--- config.mk ---
export PLATFORM = sky130hd
export DESIGN_NAME = row_drive_top
export DESIGN_NICKNAME = d
export VERILOG_FILES = /design/src/rtl/row_drive_pkg.sv /design/src/rtl/row_drive_ctl.sv /design/src/rtl/row_drive_chain_dp.sv /design/src/rtl/row_drive_out.sv /design/src/rtl/row_drive_top.sv
export SDC_FILE = /design/constraint.sdc
export NUM_CORES = 1
export LEC_CHECK = 0
export ABC_AREA = 1
export ABC_CLOCK_PERIOD_IN_PS = 1400
export BUFFER_PORTS_ARGS = -buffer_cell sky130_fd_sc_hd__buf_2
export CAP_MARGIN = 30
export CORE_ASPECT_RATIO = 1.2
export CORE_UTILIZATION = 23
export DETAILED_ROUTE_END_ITERATION = 10
export PLACE_DENSITY = 0.46
export SYNTH_ARGS = -nofsm -noshare
export SYNTH_HDL_FRONTEND = slang
export SYNTH_SLANG_ARGS = --single-unit
--- constraint.sdc ---
create_clock -name clk -period 1.4 [get_ports clk]
set_input_delay 0.07 -clock clk [delete_from_list [all_inputs] [get_ports clk]]
set_output_delay 0.07 -clock clk [all_outputs]
set_load 0.05 [all_outputs]
--- src/rtl/row_drive_pkg.sv ---
package row_drive_pkg;
  // strobes from control to datapath, valid for one clk cycle
  typedef struct packed {
    logic step;    // a falling shift-clock transition was seen
    logic dirRev;  // direction captured with the step
  } shiftStrobe_t;
endpackage

--- src/rtl/row_drive_ctl.sv ---
module row_drive_ctl
  import row_drive_pkg::*;
(
  input  logic         clk,
  input  logic         rstN,
  input  logic         shiftClk,
  input  logic         dirRev,
  output shiftStrobe_t strobe
);
  logic shiftPrev;

  // previous sample of the shift clock; low after reset so no false step
  always_ff @(posedge clk or negedge rstN) begin
    if (!rstN) shiftPrev <= 1'b0;
    else       shiftPrev <= shiftClk;
  end

  always_comb begin
    strobe.step   = shiftPrev & ~shiftClk;
    strobe.dirRev = dirRev;
  end
endmodule

--- src/rtl/row_drive_chain_dp.sv ---
module row_drive_chain_dp
  import row_drive_pkg::*;
#(
  parameter int NUM_STAGES = 34
) (
  input  logic                  clk,
  input  logic                  rstN,
  input  shiftStrobe_t          strobe,
  input  logic                  serIn,
  output logic [NUM_STAGES-1:0] stageQ,
  output logic                  serOut
);
  localparam int LAST = NUM_STAGES - 1;

  logic dirQ;

  always_ff @(posedge clk or negedge rstN) begin
    if (!rstN) begin
      stageQ <= '0;
      dirQ   <= 1'b0;
    end else if (strobe.step) begin
      dirQ <= strobe.dirRev;
      if (strobe.dirRev) stageQ <= {serIn, stageQ[LAST:1]};
      else               stageQ <= {stageQ[LAST-1:0], serIn};
    end
  end

  // tap follows the direction of the last step, so it only moves on a step
  assign serOut = dirQ ? stageQ[0] : stageQ[LAST];
endmodule

--- src/rtl/row_drive_out.sv ---
module row_drive_out #(
  parameter int NUM_STAGES = 34
) (
  input  logic [NUM_STAGES-1:0] stageQ,
  input  logic                  outEn,
  input  logic                  polHigh,
  output logic [NUM_STAGES-1:0] driveEn,
  output logic [NUM_STAGES-1:0] driveLevel
);
  for (genvar ch = 0; ch < NUM_STAGES; ch++) begin : g_chan
    assign driveEn[ch]    = outEn & stageQ[ch];
    assign driveLevel[ch] = stageQ[ch] & polHigh;
  end
endmodule

--- src/rtl/row_drive_top.sv ---
module row_drive_top
  import row_drive_pkg::*;
#(
  parameter int NUM_STAGES = 34
) (
  input  logic                  clk,
  input  logic                  rstN,
  input  logic                  shiftClk,
  input  logic                  serIn,
  input  logic                  dirRev,
  input  logic                  outEn,
  input  logic                  polHigh,
  output logic                  serOut,
  output logic [NUM_STAGES-1:0] driveEn,
  output logic [NUM_STAGES-1:0] driveLevel
);
  shiftStrobe_t          strobe;
  logic [NUM_STAGES-1:0] stageQ;

  row_drive_ctl ctl_i (
    .clk(clk), .rstN(rstN), .shiftClk(shiftClk), .dirRev(dirRev), .strobe(strobe)
  );

  row_drive_chain_dp #(.NUM_STAGES(NUM_STAGES)) dp_i (
    .clk(clk), .rstN(rstN), .strobe(strobe), .serIn(serIn),
    .stageQ(stageQ), .serOut(serOut)
  );

  row_drive_out #(.NUM_STAGES(NUM_STAGES)) out_i (
    .stageQ(stageQ), .outEn(outEn), .polHigh(polHigh),
    .driveEn(driveEn), .driveLevel(driveLevel)
  );
endmodule

Word level (Yosys, flattened, before mapping)
Index checks and enable logic that the tools add are counted.
{ "op_classes": {"mux": 2, "n_bitwise": 70} }
{ "op_table": {"columns": ["operator", "count"], "rows": [
  ["$and A1 B1 Y1", 69],
  ["$mux W34", 1],
  ["$mux W1", 1],
  ["$not A1 Y1", 1]
]} }
{ "word_totals": {"ff_bits": 36, "input_bits": 7, "elab_cells": 75} }

Depth between registers and ports, before layout
Gate-level depths: netlist of run 1.
{ "logic_depth": {"word_depth": 2, "depth_mapped": 7, "mapped_depth_nobuf": 5} }

Hierarchy
From an unflattened synthesis of run 1, not the netlist that was laid out.
{ "hier_totals": {"hier_cells": 408, "hier_area_um2": 2528.7} }
{ "modules_own_cells": {"columns": ["module", "instances", "cells_each", "area_each_um2"], "rows": [
  ["row_drive_chain_dp", 1, 260, 1858.0],
  ["row_drive_out", 1, 144, 628.1],
  ["row_drive_ctl", 1, 4, 42.5]
]} }

Least setup slack after synthesis of run 1
Ideal clock, no wire load.
{ "synth_timing": {"kind": "register to output", "start": "register dp_i.stageQ[33]", "end": "output port serOut", "t_arrival_ns": 1.500, "path_slack_ns": -0.170, "path_stages_with_launch": 3, "cell_sequence": "dfrtp_1 -> inv_1 -> o21ai_0"} }
{ "synth_between": {"elab_chain_len": 1} }
{ "synth_lines": {"columns": ["item", "line_no", "source"], "rows": [
  ["start: declaration", "row_drive_chain_dp.sv:10", "output logic [NUM_STAGES-1:0] stageQ,"],
  ["start signal: assignment", "row_drive_chain_dp.sv:23", "if (strobe.dirRev) stageQ <= {serIn, stageQ[LAST:1]};"],
  ["start signal: assignment", "row_drive_chain_dp.sv:24", "else stageQ <= {stageQ[LAST-1:0], serIn};"],
  ["$mux W1", "row_drive_chain_dp.sv:29", "assign serOut = dirQ ? stageQ[0] : stageQ[LAST];"],
  ["end: declaration", "row_drive_top.sv:13", "output logic serOut,"]
]} }
Every way passes these cells.

Final worst setup path of run 1
{ "layout_timing": {"start": "register dp_i.stageQ[2]", "end": "output port driveEn[2]"} }
{ "layout_between": {"elab_chain_len": 1} }
{ "layout_lines": {"columns": ["item", "line_no", "source"], "rows": [
  ["$and A1 B1 Y1", "row_drive_out.sv:11", "assign driveEn[ch] = outEn & stageQ[ch];"],
  ["end: declaration", "row_drive_top.sv:14", "output logic [NUM_STAGES-1:0] driveEn,"]
]} }
Every way passes these cells.

==> results by group, run 1 <==
Timing
  • Final setup TNS: 0 ns
  • Worst hold slack: 0.09691 ns
  • Fin. max-slew vios: 0
  • # setup viols final: 0
  • Final hold vios: 0
  • Final WS setup: 0.1738 ns
  • RSZ-0062 raised after global routing: no
  • Period Utilization, post-route: 87.59%
  • Slew headroom: 71.92%
  • Period minus WS final: 1.226 ns
  • Slew at the pin closest to its max-slew limit: 0.4211 ns
  • Fmax: 815.5 MHz
  • Fin Clk Skew: 0.002037 ns

Global routing
  • Gr ovfl total: 0
  • Largest net degree at the start of global routing: 36
  • Gr usage total: 12.11%
  • Vias in the first global route: roughly 2200
  • Initial antenna violation count: 0
  • First-pass GRT wire length: 10.41 mm

CTS
  • CTS clock-pin slew for the worst setup and hold paths: about 0.060 ns
  • CTS buffer count: 5
  • Clk buf depth: 2
  • Setup Fix Bufs, Post-CTS: 0
  • Clock root buffer: clkbuf_16
  • CTS tree: done
  • Clock sink total: 36
  • Later-pin clock latency in the skew report: ~0.28 ns
  • CTS H-tree depth: 2

Final layout
  • Post-route cell area: 3025 um2
  • Filler cells: ~1200
  • Multi-input logic area: between 1000 and 1500 um2
  • Synth-to-layout area growth: 25.48%
  • Most frequent cells in the layout: 264 x nand2_1, 75 x buf_2, 69 x inv_1
  • Diode count: 0
  • Final net count: just under 500
  • Most common cell after layout, fill and taps aside: nand2_1
  • Post-Layout Cell Count: approximately 600
  • Ratio of cells with drive above 1 in the final layout: 21.22%
  • Sequential Area: 900.9 um2

Hold path
  • Worst min path class: in2reg

Place
  • Gpl congestion: 0.6989
  • Placed Area: 2856 um2
  • Cells after DPL: 592
  • IO Port Bufs: 75
  • Worst slack at placement: 0.1748 ns
  • DP HPWL: 4.187 mm

Setup path
  • CP required: roughly 1.3 ns
  • CP Cell Sequence: nand2_1, inv_1, buf_2
  • Crit path buffers/inverters: 2
  • Data arrival, critical path: 1.16 ns
  • Critical Path Sink Type: output port
  • Critical path endpoint: driveEn[2]
  • Reg2reg path depth: 4
  • Number of stages on the worst setup path: 3
  • Reg2reg end: dp_i.stageQ[11]
  • Crit path max-delay family: flip-flops
  • Crit path kind: reg2out
  • Timing startpoint of the critical path: dp_i.stageQ[2]
  • Startpoint types: register
  • R2R Path Start: ctl_i.shiftPrev
  • Crit path max-delay cell type: dfrtp_1
  • R2R setup slack: 0.30 ns
  • Crit path max fanout: 5
  • Critical path's largest stage delay: approximately 0.44 ns

Floorplan
  • Die ar.: 10900 um2
  • Die Y: about 110 um
  • Initial Utilization: 23.85%
  • Row count: 40
  • I/O pin count: 76
  • Die W: 95.47 um
  • Core Area: between 10000 and 15000 um2

Synth
  • Post-Synthesis Cells: around 400
  • Post-synthesis cell type count: 13
  • Post-Syn Area: between 2000 and 2500 um2
  • Register area share after synthesis: 37.36%
  • Synth Area per Inst: 5.939 um2
  • Ys Warns: 0
  • Post-Syn Nets: 413
  • Synth Register Bits: 36

Detailed routing
  • Wirelength, routed: 6.187 mm
  • Final ANT Viol Nets: 0
  • TritonRoute pass-1 iters: 4
  • Wire per inst: 10.28 um
  • Vias after detailed routing: 2450
  • Initial DRC Count: 124
  • Via/cell ratio: a little over 4
  • Post-route DRC: 0

Flow run
  • Max-cap violations: 0

Run status
  • Outcome: completed

Power and ir drop
  • Maximum VDD drop: 0.0004228 V
  • Ratio of total power to cell area: 956.5 nW/um2
  • Static leakage: 2.334 nW
-- stage by stage --
stage,power (mW),util [%]
5_1_grt,3.035,29.93
4_1_cts,2.926,29.90
3_5_place_dp,1.791,28.26
2_1_floorplan,1.640,-
3_3_place_gp,1.787,28.26
6_report,2.894,29.93
-- layout make-up --
type,count,share of cell area [%]
clock buffers,8,4.839
inverters,72,9.264
multi-input cells,277,35.53
flip-flops and latches,36,29.78
well taps,126,5.211
repair buffers,83,15.38
-- power by group --
part	total, mW	switching (mW)	internal (mW)	leakage (nW)
clock	1.13	0.416	0.710	0.0712
combinational	0.585	0.443	0.142	1.77
sequential	1.18	0.0844	1.10	0.494
total	2.89	0.943	1.95	2.33
-- sequential cells by signal, summed over array words and instances (netlist names) --
| signal | count |
|---|---|
| dp_i.dirQ | 1 |
| dp_i.stageQ | 34 |
| ctl_i.shiftPrev | 1 |
-- how the worst min path moves through the flow --
stage	slack [ns]	endpoint	startpoint	cells after the start
after floorplan	-0.23	ctl_i.shiftPrev	rstN	0
after global placement	0.03	dp_i.stageQ[24]	rstN	1
after detailed placement	0.03	dp_i.stageQ[24]	rstN	1
after CTS	0.1	dp_i.stageQ[0]	serIn	5
after global routing	0.15	dp_i.stageQ[0]	serIn	5
final	0.1	dp_i.stageQ[0]	serIn	5
-- Yosys cell counts --
cell type | number | area (um2)
o21ai_1 | 1 | 5.000
inv_1 | 69 | 259.0
nand2_2 | 10 | 62.56
inv_2 | 2 | 7.510
nand2_1 | 264 | 991.0
buf_4 | 5 | 37.54
o21ai_0 | 1 | 5.000
nand2_4 | 1 | 11.26
buf_2 | 11 | 55.05
dfrtp_1 | 36 | 900.9
inv_8 | 1 | 11.26
buf_12 | 1 | 20.02
buf_6 | 4 | 45.04
-- layer usage --
layer | vias up | wire (um) | GRT usage [%]
li1 | 1276 | - | -
met1 | 1104 | 3064 | 16.16
met2 | 61 | 2806 | 19.57
met3 | 9 | 247 | 2.058
met4 | 0 | 69 | 4.279
met5 | - | 0 | 0
-- repair_timing --
item	CTS	global route
endpoints found under the hold margin	17	0
setup endpoints to repair	0	34
resized for setup	0	2
hold buffers	2	0
-- worst register-to-register path, delay by kind of cell (launching register included) --
family,cells,cell delay [ns]
buffers and inverters,1,0.31
AND/OR/NAND/NOR,3,0.34
flip-flops,1,0.39
-- kinds of logic (layout without fill, tap and decap cells) --
logic type / count (synthesis) / after routing / synth area share [%]
DFF: 36 / 36 / 37.36
AOI/OAI and AO/OA: 2 / 2 / 0.4148
and+or+nand+nor: 275 / 275 / 44.16
buffers and inverters: 93 / 163 / 18.06
Power figures use the tool's default switching activity.
==> inputs of run 2 (changes only) <==
- ABC_CLOCK_PERIOD_IN_PS: 1400 -> 1450
- CORE_UTILIZATION: 23 -> 55
- PLACE_DENSITY: 0.46 -> 0.89
- clock period: 1.4 -> 1.45 ns (I/O delays scaled with it)
==> results by group, run 2 (synthesized netlist as in run 1, its figures left out) <==
Power and ir drop
  • Static leakage: 2.309 nW (-1.1%)
  • Maximum VDD drop: 0.0005467 V (+29%)
  • Internal: 1.574 mW (-19%)
  • Combinational power share: 23.0% (+2.8 points)
  • Net switching power figure: 0.8655 mW (-8.3%)
  • Switching part of the total: 35.48% (+2.9 points)
  • Ratio of total power to cell area: 847.4 nW/um2 (-11%)
  • Total power: 2.440 mW (-16%)
  • Sequential Power Share: 46.6% (+5.7 points)
  • Clock share of power: 30.4% (-8.5 points)

Final layout
  • Most common cell after layout, fill and taps aside: nand2_1
  • Largest regs: dp_i.stageQ (34), ctl_i.shiftPrev (1), dp_i.dirQ (1)
  • Diode count: 0 (unchanged)
  • Filler cells: 378 (-68%)
  • Most flops, register: dp_i.stageQ
  • Largest register FFs: 34 (unchanged)
  • Multi-input logic area: 1075 um2 (unchanged)
  • Final net count: 480 (-0.41%)
  • Ratio of cells with drive above 1 in the final layout: 21.31% (+0.090 points)
  • Layout Utilization: 68.08% (+38 points)
  • Sequential Area: 900.9 um2 (unchanged)
  • Synth-to-layout area growth: 19.41%
  • Post-Layout Cell Count: 530 (-12%)
  • Post-route cell area: 2879 um2 (-4.8%)
  • Most frequent cells in the layout: 264 x nand2_1, 75 x buf_2, 69 x inv_1

Setup path
  • Crit path kind: in2reg
  • Data arrival, critical path: 1.57 ns (+0.41 ns)
  • Critical Path Sink Type: register
  • Startpoint types: input pin
  • Crit path max fanout: 34 (+29)
  • CP required: 1.69 ns (+0.36 ns)

Floorplan
  • Row count: 26 (-35%)
  • Initial Utilization: 57.01% (+33 points)
  • Core Area: 4229 um2 (-58%)
  • Die ar.: 4654 um2 (-57%)
  • Die W: 62.44 um (-35%)
  • Die Y: 74.53 um (-35%)
  • I/O pin count: 76 (unchanged)

Place
  • IO Port Bufs: 75 (unchanged)
  • Placed Area: 2766 um2 (-3.2%)
  • Gpl congestion: 0.7759 (+11%)
  • DP HPWL: 3.541 mm (-15%)
  • Cells after DPL: 520 (-12%)

CTS
  • Clock sink total: 36 (unchanged)
  • Clock root buffer: clkbuf_8
  • Later-pin clock latency in the skew report: 0.29 ns (about the same)
  • Clk buf depth: 2 (unchanged)
  • CTS H-tree depth: 2 (unchanged)
  • CTS clock-pin slew for the worst setup and hold paths: 0.07 ns (about the same)
  • CTS tree: done
  • CTS buffer count: 5 (unchanged)
  • Setup Fix Bufs, Post-CTS: 0 (unchanged)

Detailed routing
  • TritonRoute pass-1 iters: 4 (unchanged)
  • Via/cell ratio: 4.568 (+12%)
  • Initial DRC Count: 103 (-17%)
  • Wire per inst: 10.01 um (-2.6%)
  • Post-route DRC: 0 (unchanged)
  • Vias after detailed routing: 2421 (-1.2%)
  • Wirelength, routed: 5.304 mm (-14%)
  • Final ANT Viol Nets: 0 (unchanged)

Flow run
  • Max-cap violations: 0 (unchanged)

Timing
  • Period Utilization, post-route: about nine tenths
  • Final hold vios: 0 (unchanged)
  • Fin. max-slew vios: 0 (unchanged)
  • Period minus WS final: roughly 1.3 ns
  • RSZ-0062 raised after global routing: no
  • # setup viols final: 0 (unchanged)
  • Final setup TNS: 0 ns (unchanged)
  • Fmax: 752.5 MHz
  • Fin Clk Skew: 0.005073 ns (+0.003036 ns)
  • Slew at the pin closest to its max-slew limit: 0.5743 ns (+0.1531 ns)
  • Slew headroom: 61.71% (-10 points)

Run status
  • Outcome: completed

Global routing
  • First-pass GRT wire length: 8.659 mm (-17%)
  • Gr ovfl total: 0 (unchanged)
  • Gr usage total: 23.72% (+12 points)
  • Initial antenna violation count: 0 (unchanged)
  • Vias in the first global route: 2055 (-6.2%)
  • Largest net degree at the start of global routing: 36 (unchanged)

Hold path
  • Worst min path class: in2reg
-- run 2: cell count changes in the layout (fill, tap and decap cells not counted) --
cell / before / now
buf_12: 2 / 3
buf_4: 4 / 1
inv_4: 1 / 0
clkinv_2: 0 / 2
clkbuf_8: 1 / 6
clkbuf_16: 5 / 0
clkbuf_1: 2 / 0
inv_2: 1 / 2
-- run 2: path summary, 6_finish.rpt --
| path | start | end | slack, ns | cells after the start |
|---|---|---|---|---|
| worst max-delay path | shiftClk | dp_i.stageQ[10] | 0.12 | 7 |
| worst min-delay path | serIn | dp_i.stageQ[33] | 0.1 | 5 |
| worst max register to register | ctl_i.shiftPrev | dp_i.stageQ[10] | 0.23 | 4 |
| worst min register to register | dp_i.dirQ | dp_i.dirQ | 0.53 | 2 |
| max in group asynchronous | rstN | dp_i.stageQ[14] | 0.76 | 3 |
| min in group asynchronous | rstN | ctl_i.shiftPrev | 0.24 | 2 |
-- run 2: repair_timing --
item	4_1_cts	5_1_grt
setup endpoints to repair	0	0
gates resized for setup	0	0
hold endpoints to repair	17	0
hold buffers	2	0
-- run 2: final cells by class --
class,instances,area share (%)
clock buffer,6,2.868
sequential,36,31.29
inverter,72,9.648
clock inverter,2,0.3477
tap,56,2.434
multi-input combinational,277,37.33
timing repair buffer,81,16.08
-- run 2: layer usage --
layer / GRT usage, % / vias up / share of wire, %
li1: - / 1271 / -
met1: 27.68 / 1060 / 44
met2: 41.67 / 83 / 49
met3: 5.368 / 7 / 5.8
met4: 11.63 / 0 / 1.8
met5: 0 / - / 0
-- run 2: critical path: stages --
cell and delay [ns]:
dlygate4sd3_1 0.53, buf_2 0.13, inv_2 0.06, nand2_4 0.12
inv_2 0.44, nand2_1 0.13, nand2_1 0.07
-- run 2: power by group through the flow --
stage	registers (mW)	clock network (mW)	logic (mW)
after floorplan	1.13	0	0.451
after detailed placement	1.15	0	0.560
after CTS	1.14	0.751	0.565
after global routing	1.15	0.801	0.607
after global placement	1.15	0	0.546
final	1.14	0.742	0.561
-- run 2: through the flow --
stage | setup slack, ns | hold WS, ns
final | 0.1211 | 0.09577
after global routing | 0.02047 | 0.1274
after CTS | 0.1187 | 0.08589
after detailed placement | 0.2504 | 0.03127
after global placement | 0.2879 | 0.01904
after floorplan | 0.2545 | -0.2231
==> inputs of run 3 (changes only) <==
--- a/config.mk
+++ b/config.mk
@@ -14,2 +14,3 @@
 export DETAILED_ROUTE_END_ITERATION = 10
+export GPL_TIMING_DRIVEN = 0
 export PLACE_DENSITY = 0.89
--- a/constraint.sdc
+++ b/constraint.sdc
@@ -3,2 +3,2 @@
 set_output_delay 0.0725 -clock clk [all_outputs]
-set_load 0.05 [all_outputs]
+set_load 0.1 [all_outputs]
==> results by group, run 3 (synthesized netlist as in run 1, its figures left out) <==
CTS
  • CTS H-tree depth: 2 (unchanged)
  • Clock sink total: 36 (unchanged)
  • CTS tree: done
  • Clk buf depth: 2 (unchanged)
  • Later-pin clock latency in the skew report: 0.29 ns (about the same)
  • Clock root buffer: clkbuf_8
  • CTS buffer count: 5 (unchanged)
  • CTS clock-pin slew for the worst setup and hold paths: 0.07 ns (about the same)
  • Setup Fix Bufs, Post-CTS: 0 (unchanged)

Timing
  • Fin. max-slew vios: 0 (unchanged)
  • Slew at the pin closest to its max-slew limit: 0.7810 ns (+0.2068 ns)
  • Period Utilization, post-route: 96.23% (+4.6 points)
  • Final setup TNS: 0 ns (unchanged)
  • Period minus WS final: 1.395 ns (+0.06648 ns)
  • Slew headroom: 47.93% (-14 points)
  • # setup viols final: 0 (unchanged)
  • Final WS setup: 0.05464 ns (-0.06648 ns)
  • RSZ-0062 raised after global routing: no
  • Fmax: 716.7 MHz (-4.8%)
  • Fin Clk Skew: 0.003373 ns (-0.001700 ns)
  • Final hold vios: 0 (unchanged)

Setup path
  • Data arrival, critical path: 1.32 ns (-0.25 ns)
  • Critical path's largest stage delay: 0.43 ns (-0.10 ns)
  • Critical Path Sink Type: output port
  • Crit path kind: reg2out
  • CP Cell Sequence: inv_1, o21ai_2, buf_2
  • Crit path max-delay cell type: buf_2
  • CP required: 1.38 ns (-0.31 ns)
  • Startpoint types: register
  • Crit path max fanout: 5 (-85%)

Final layout
  • Filler cells: 382 (+1.1%)
  • Ratio of cells with drive above 1 in the final layout: 23.61% (+2.3 points)
  • Multi-input logic area: 1079 um2 (+0.35%)
  • Sequential Area: 900.9 um2 (unchanged)
  • Most flops, register: dp_i.stageQ
  • Most common cell after layout, fill and taps aside: nand2_1
  • Largest regs: dp_i.stageQ (34), ctl_i.shiftPrev (1), dp_i.dirQ (1)
  • Layout Utilization: 70.03% (+2.0 points)
  • Final net count: 494 (+2.9%)
  • Largest register FFs: 34 (unchanged)
  • Synth-to-layout area growth: 22.83%
  • Most frequent cells in the layout: 264 x nand2_1, 83 x buf_2, 69 x inv_1
  • Diode count: 0 (unchanged)
  • Post-Layout Cell Count: 543 (+2.5%)

Place
  • Gpl congestion: 0.8084 (+4.2%)
  • Cells after DPL: 534 (+2.7%)
  • Worst slack at placement: 0.3149 ns (+0.06450 ns)
  • DP HPWL: 3.913 mm (+11%)
  • IO Port Bufs: 72 (-4.0%)

Floorplan
  • Die Y: 74.53 um (unchanged)
  • I/O pin count: 76 (unchanged)
  • Die W: 62.44 um (unchanged)
  • Row count: 26 (unchanged)
  • Core Area: 4229 um2 (unchanged)
  • Die ar.: 4654 um2 (unchanged)
  • Initial Utilization: 57.01% (unchanged)

Detailed routing
  • Final ANT Viol Nets: 0 (unchanged)
  • Via/cell ratio: 4.681 (+2.5%)
  • TritonRoute pass-1 iters: 4 (unchanged)
  • Wirelength, routed: 5.566 mm (+4.9%)
  • Wire per inst: 10.25 um (+2.4%)
  • Initial DRC Count: 108 (+4.9%)
  • Post-route DRC: 0 (unchanged)
  • Vias after detailed routing: 2542 (+5.0%)

Power and ir drop
  • Static leakage: 2.365 nW (+2.4%)
  • Ratio of total power to cell area: 920.9 nW/um2 (+8.7%)
  • Total power: 2.727 mW (+12%)
  • Maximum VDD drop: 0.0005667 V (+3.7%)

Global routing
  • Initial antenna violation count: 0 (unchanged)
  • Largest net degree at the start of global routing: 37 (+2.8%)
  • Gr ovfl total: 0 (unchanged)
  • First-pass GRT wire length: 9.259 mm (+6.9%)
  • Vias in the first global route: 2136 (+3.9%)
  • Gr usage total: 25.29% (+1.6 points)

Hold path
  • Worst min path class: in2reg

Run status
  • Outcome: completed

Flow run
  • Max-cap violations: 0 (unchanged)
run 3: final cells by class:
type | instances | area share (%)
multi-input cells | 277 | 36.42
inverters | 72 | 9.379
clock buffers | 7 | 3.253
flip-flops and latches | 36 | 30.42
well taps | 56 | 2.366
plain buffers | 21 | 5.323
repair buffers | 74 | 12.84
run 3: per-layer routing:
layer  wire (um)  up-vias  global-route usage, %
li1            -     1297                      -
met1        2278     1134                  30.33
met2        2815       99                  43.96
met3         358       12                  5.675
met4         113        0                  11.37
met5           0        -                      0
run 3: power breakdown:
| group | leakage [nW] | internal [mW] | switching [mW] |
|---|---|---|---|
| Clock | 0.0503 | 0.423 | 0.356 |
| Combinational | 1.82 | 0.152 | 0.659 |
| Sequential | 0.494 | 1.06 | 0.0776 |
| Total | 2.36 | 1.63 | 1.09 |
run 3: final timing paths:
kind                            startpoint         endpoint  slack (ns)  depth (start not counted)
max reg2reg                ctl_i.shiftPrev  dp_i.stageQ[10]        0.40                          5
max in group asynchronous             rstN  dp_i.stageQ[20]        0.56                          2
max                        dp_i.stageQ[33]           serOut        0.05                          3
min reg2reg                      dp_i.dirQ        dp_i.dirQ        0.54                          2
min                                  serIn   dp_i.stageQ[0]        0.09                          5
min in group asynchronous             rstN        dp_i.dirQ        0.40                          2
run 3: worst max-delay path: cells and delay by family (launching register included):
kind | cells | cell delay (ns)
buffers and inverters | 2 | 0.50
DFF | 1 | 0.42
AOI/OAI and AO/OA | 1 | 0.11
run 3: metrics by stage:
step	cell area (um2)	hold WS, ns
final	2962	0.09154
after global routing	2962	0.1249
after CTS	2962	0.09173
after detailed placement	2845	0.2037
after global placement	2845	0.1981
after floorplan	2415	-0.2231
run 3: timing repair:
item                                   CTS  global route
hold buffers                             2             0
endpoints found under the hold margin   37             0
resized for setup                        0             0
